### config.mk
export PLATFORM = sky130hd
export DESIGN_NAME = ftoi_trunc
export DESIGN_NICKNAME = d
export VERILOG_FILES = /design/src/rtl/fti_pkg.sv /design/src/rtl/fti_align.sv /design/src/rtl/fti_saturate.sv /design/src/rtl/ftoi_trunc.sv
export SDC_FILE = /design/constraint.sdc
export NUM_CORES = 1
export LEC_CHECK = 0
export CAP_MARGIN = 20
export CORE_MARGIN = 2
export CORE_UTILIZATION = 55
export DETAILED_ROUTE_END_ITERATION = 16
export DONT_BUFFER_PORTS = 1
export PLACE_DENSITY = 0.7
export SLEW_MARGIN = 20
export SYNTH_ARGS = -nofsm -noshare
export SYNTH_HDL_FRONTEND = slang
export SYNTH_SLANG_ARGS = --single-unit
### constraint.sdc
create_clock -name clk -period 1.1 [get_ports clk]
set_clock_uncertainty 0.05 [all_clocks]
set_input_delay 0.055 -clock clk [delete_from_list [all_inputs] [get_ports clk]]
set_output_delay 0.055 -clock clk [all_outputs]
set_load 0.005 [all_outputs]
### src/rtl/fti_pkg.sv
package fti_pkg;

    typedef enum logic [2:0] {
        CLS_ZERO = 3'd0,
        CLS_NUM  = 3'd1,
        CLS_INF  = 3'd2,
        CLS_QNAN = 3'd3,
        CLS_SNAN = 3'd4
    } fti_class_e;

endpackage

### src/rtl/fti_align.sv
// Places the integer part of the mantissa into an INT_W-bit field and
// reports discarded bits. Out-of-range exponents are only flagged here.
module fti_align #(
    parameter int MANT_W = 28,
    parameter int EXP_W  = 10,
    parameter int INT_W  = 32
) (
    input  logic [MANT_W-1:0]       mant,
    input  logic signed [EXP_W-1:0] exp_in,
    input  logic                    sticky,
    output logic [INT_W-1:0]        mag,
    output logic                    lost,
    output logic                    big
);
    localparam int W     = MANT_W + 2 * INT_W;
    localparam int POINT = MANT_W - 1 + INT_W;
    localparam int SH_W  = $clog2(INT_W);

    logic [W-1:0]    wide;
    logic [W-1:0]    shifted;
    logic [SH_W-1:0] amt;
    logic            neg;

    always_comb begin
        wide    = {{INT_W{1'b0}}, mant, {INT_W{1'b0}}};
        neg     = exp_in[EXP_W-1];
        big     = !neg && (exp_in >= EXP_W'(INT_W));
        amt     = exp_in[SH_W-1:0];
        shifted = wide << amt;
        if (neg) begin
            mag  = '0;
            lost = (|mant) | sticky;
        end else begin
            mag  = shifted[POINT +: INT_W];
            lost = (|shifted[POINT-1:0]) | sticky;
        end
    end

endmodule

### src/rtl/fti_saturate.sv
// Sign-dependent range check and final sign application.
module fti_saturate #(
    parameter int INT_W = 32
) (
    input  logic [INT_W-1:0] mag,
    input  logic             sign,
    input  logic             force_ovf,
    output logic             ovf,
    output logic [INT_W-1:0] result
);
    localparam logic [INT_W-1:0] LIM_NEG = {1'b1, {(INT_W-1){1'b0}}};
    localparam logic [INT_W-1:0] LIM_POS = {1'b0, {(INT_W-1){1'b1}}};

    always_comb begin
        ovf = force_ovf || (mag > LIM_NEG) || ((mag == LIM_NEG) && !sign);
        if (ovf)
            result = sign ? LIM_NEG : LIM_POS;
        else
            result = sign ? (~mag + 1'b1) : mag;
    end

endmodule

### src/rtl/ftoi_trunc.sv
module ftoi_trunc
    import fti_pkg::*;
#(
    parameter int MANT_W = 28,
    parameter int EXP_W  = 10,
    parameter int INT_W  = 32
) (
    input  logic                    clk,
    input  logic                    rst_n,
    input  logic                    in_valid,
    input  logic [2:0]              in_class,
    input  logic                    in_sign,
    input  logic signed [EXP_W-1:0] in_exp,
    input  logic [MANT_W-1:0]       in_mant,
    input  logic                    in_sticky,
    output logic                    out_valid,
    output logic [INT_W-1:0]        out_int,
    output logic                    out_inexact,
    output logic                    out_invalid
);
    typedef struct packed {
        logic             vld;
        logic [INT_W-1:0] val;
        logic             lost;
        logic             inv;
    } res_t;

    res_t st_d, st_q;

    logic [INT_W-1:0] mag_w, res_w;
    logic             lost_w, big_w, ovf_w;
    logic             is_zero, is_num;

    assign is_zero = (in_class == CLS_ZERO);
    assign is_num  = (in_class == CLS_NUM);

    fti_align #(.MANT_W(MANT_W), .EXP_W(EXP_W), .INT_W(INT_W)) u_align (
        .mant   (in_mant),
        .exp_in (in_exp),
        .sticky (in_sticky),
        .mag    (mag_w),
        .lost   (lost_w),
        .big    (big_w)
    );

    fti_saturate #(.INT_W(INT_W)) u_sat (
        .mag       (mag_w),
        .sign      (in_sign),
        .force_ovf (!is_num || big_w),
        .ovf       (ovf_w),
        .result    (res_w)
    );

    always_comb begin
        st_d     = st_q;
        st_d.vld = in_valid;
        if (in_valid) begin
            if (is_zero) begin
                st_d.val  = '0;
                st_d.lost = 1'b0;
                st_d.inv  = 1'b0;
            end else begin
                st_d.val  = res_w;
                st_d.lost = lost_w && !ovf_w;
                st_d.inv  = ovf_w;
            end
        end
    end

    always_ff @(posedge clk or negedge rst_n) begin
        if (!rst_n) st_q <= '0;
        else        st_q <= st_d;
    end

    assign out_valid   = st_q.vld;
    assign out_int     = st_q.val;
    assign out_inexact = st_q.lost;
    assign out_invalid = st_q.inv;

    // one-cycle latency of the strobe
    assert_latency_R9: assert property (@(posedge clk) disable iff (!rst_n)
        in_valid |=> out_valid);
    assert_idle_R9: assert property (@(posedge clk) disable iff (!rst_n)
        !in_valid |=> (!out_valid && $stable(out_int) && $stable(out_inexact)
                       && $stable(out_invalid)));
    // zero class
    assert_zero_R1: assert property (@(posedge clk) disable iff (!rst_n)
        (in_valid && in_class == CLS_ZERO) |=>
        (out_int == '0 && !out_inexact && !out_invalid));
    // non-numbers are always invalid
    assert_nonnum_R8: assert property (@(posedge clk) disable iff (!rst_n)
        (in_valid && in_class != CLS_ZERO && in_class != CLS_NUM) |=> out_invalid);
    // a saturated value is one of the two limits
    assert_sat_value_R7: assert property (@(posedge clk) disable iff (!rst_n)
        (out_valid && out_invalid) |->
        (out_int == {1'b0, {(INT_W-1){1'b1}}} || out_int == {1'b1, {(INT_W-1){1'b0}}}));
    // flags are exclusive
    assert_flags_R4: assert property (@(posedge clk) disable iff (!rst_n)
        out_valid |-> !(out_invalid && out_inexact));
    // a positive operand never yields a negative integer
    assert_pos_sign_R6: assert property (@(posedge clk) disable iff (!rst_n)
        (in_valid && !in_sign) |=> !out_int[INT_W-1]);

endmodule

==> flow_summary.yaml <==
pwr:
  p_sw_mw: 2.03
  power_mw: 5.70
  ir_worst_vdd_mv: 0.656
  p_comb_frac: 0.509
  seqPwrFrac: 0.272
  p_int_mw: 3.67
  switching_share: 0.356
  power.share.clock: 0.219
  p_per_area_mw_per_mm2: 888
  leakagePower_nw: 2.65
sta:
  hold_violations: 0
  final-setup-viol-count: 34
  fmax_mhz: 347
  rsz0062_at_grt: "true"
  tightest_slew_ns: 0.608
  finalCritPeriodShare: 2.62
  slew_headroom: 0.590
  fin_ws_ns: -1.79
  tns_ns: -59.22
  maxSlewViolCount: 0
  finalCriticalPeriod_ns: 2.89
routing:
  route.met3.wl_um: 1470
  drt-initial-drc-count: 367
  drt-met1-wl_um: 6670
  wl_per_cell_um: 21.3
  highest_layer: "met4"
  wl_um: 16800
  dr_wl_met2_um: 8120
  dr.pass1.iters: 5
  drc: 0
  vias: 5344
  via_per_inst: 6.78
  antenna_left: 0
place:
  post-dp-hpwl_um: 12200
  numPortBuffers: 0
  routabilityCongestion: 0.967
yosys:
  yosysWarnings: 0
  synth_top_flop_cell: "dfrtp_1"
  ys_types: 78
  synth-seq-cells: 35
  synth_fa_ha_area_frac: 0.00263
  synth_top_family_by_area: "compound AO/OA/AOI/OAI gates"
  syn_area_per_cell_um2: 8.69
  netlist_instances: 547
  synthXorXnorAreaFrac: 0.0406
  ys_seq_area_frac: 0.184
  synth_nets: 594
  yosys.area_share.simple: 0.205
  synth_compound_area_frac: 0.260
  synthMuxAreaShare: 0.253
  synth-edff-count: 0
  async_flop_share: 1.00
  syn_area_mm2: 0.00475
floorplanning:
  io_pins: 81
  coreArea_mm2: 0.00830
  die_h_um: 96.9
  start_util: 0.572
  die_w_um: 96.9
  die_area_mm2: 0.00940
  rows: 33
min_path:
  hold_start: "in_sign"
  hp-class: "input port to flop"
cells_and_area:
  diodes: 0
  drive_above_1_share: 0.400
  area_growth_pct: 35.2
  fin_nets: 729
  final_cell_mix: "buf_4 (155), nor2_1 (49), nand2_1 (48)"
  fill_cells: 567
  final_common_cell: "buf_4"
critical_path:
  worstSetupPathType: "input port to flop"
  startpoint: "in_exp[0]"
  rr_startpoint: "out_int[22]$_DFFE_PN0P_"
  worst_setup_path_end_kind: "flop"
  cp_max_fo: 55
  crit_required_ns: 1.26
  startpoint_type: "input port"
  crit_arrival_ns: 3.05
clocking:
  clock_path_buffers: 2
  path_clk_slew_ns: 0.07
  clock_tree.root_cell: "clkbuf_8"
  cts_tree: "done"
  clock-sinks: 35
  cts_buffers: 5
  htree_levels: 2
  clk_latency_ns: 0.29
global_route:
  grt.total_usage: 0.336
  grt_overflow: 0
  grt_pass1_vias: 5129
  grt_max_degree: 56
  grt_pass1_wl_um: 25900
  antenna_found_initial: 0
run:
  max_cap_violations: 0
run_status:
  status: "finished with violations"
  violations: "setup timing"
[per-stage QoR]
step	instances	hold WS (ns)	setup WS (ns)	util	area (µm²)
6_report	788	0.0137	-1.79	0.774	6420
3_5_place_dp	767	-0.290	-2.18	0.711	5900
2_1_floorplan	547	-0.291	-2.42	-	4850
3_3_place_gp	767	-0.289	-2.02	0.711	5900
4_1_cts	784	0.00872	-1.80	0.749	6210
5_1_grt	788	0.0196	-1.87	0.774	6420
[Yosys cell counts (8+ instances only)]
cell type	number	area share
mux2_2	13	0.031
mux2i_1	35	0.074
nand3_1	16	0.017
nor3_1	10	0.011
nor2_1	50	0.040
a31oi_1	12	0.016
clkbuf_1	21	0.017
xor2_1	8	0.015
dfrtp_1	35	0.18
a22oi_1	10	0.016
o21ai_0	12	0.013
nor2b_1	8	0.011
o31ai_1	9	0.014
buf_2	9	0.0095
xnor2_1	14	0.026
mux4_2	30	0.14
o2bb2ai_1	22	0.041
inv_1	8	0.0063
nor4_1	16	0.021
nand2b_1	8	0.011
a21oi_1	30	0.032
nand2_1	50	0.040
[power groups by stage]
stage,combinational [mW],sequential (mW),clock [mW]
floorplan,1.69,1.53,0
global placement,2.54,1.56,0
global route,3.10,1.56,1.31
finish,2.91,1.55,1.25
detailed placement,2.60,1.56,0
CTS,2.74,1.54,1.26
[area by class of cell]
class | count | area (µm²) | share of cell area
inverters | 10 | 37.5 | 0.00584
multi-input cells | 464 | 3970 | 0.618
repair buffers | 166 | 1290 | 0.202
clock inverters | 2 | 35.0 | 0.00545
well taps | 105 | 131 | 0.0204
clock buffers | 6 | 82.6 | 0.0129
flip-flops and latches | 35 | 876 | 0.136
[path summary, 6_finish.rpt]
path                                            to  slack [ns]  depth (start not counted)
max                        out_int[28]$_DFFE_PN0P_       -1.79                         14
min                        out_int[23]$_DFFE_PN0P_        0.01                          3
max reg2reg                out_int[22]$_DFFE_PN0P_        0.17                          3
min reg2reg                 out_int[8]$_DFFE_PN0P_        0.47                          1
max in group asynchronous  out_int[30]$_DFFE_PN0P_        0.66                          2
min in group asynchronous   out_int[9]$_DFFE_PN0P_        0.15                          2
[registers in the layout, indices dropped and copies added, names as in the netlist]
signal and cells:
out_int 32, out_valid 1, out_inexact 1, out_invalid 1
[what timing repair did]
item | 4_1_cts | 5_1_grt
resized for setup | 19 | 32
cloned | 2 | 3
pin swaps | 5 | 12
setup endpoints to repair | 34 | 34
hold buffers | 4 | 0
buffers inserted | 3 | 1
hold endpoints to repair | 43 | 0
[critical path: stages]
cell and delay (ns):
mux4_2 0.51, mux2_2 0.29, mux2i_1 0.13, buf_4 0.14, o2bb2ai_1 0.08, inv_1 0.07, ha_2 0.18, o221ai_2 0.09
or4_4 0.43, or2_4 0.27, o311ai_4 0.29, buf_6 0.20, nand2_8 0.10, a22oi_2 0.19
[routing by layer]
layer / track usage / vias to the layer above
li1: - / 2438
met1: 0.442 / 2542
met2: 0.563 / 325
met3: 0.0600 / 39
met4: 0.107 / 0
met5: 0 / -
[logic make-up (layout without fill, tap and decap cells)]
logic type | Yosys count | in the layout
xor gates and xnor gates | 22 | 22
adders and majority gates | 1 | 1
AOI/OAI and AO/OA | 164 | 165
and+or+nand+nor | 194 | 196
DFF | 35 | 35
muxes | 80 | 80
buffers and inverters | 51 | 184
No activity file was read; power rests on OpenSTA's default activity.
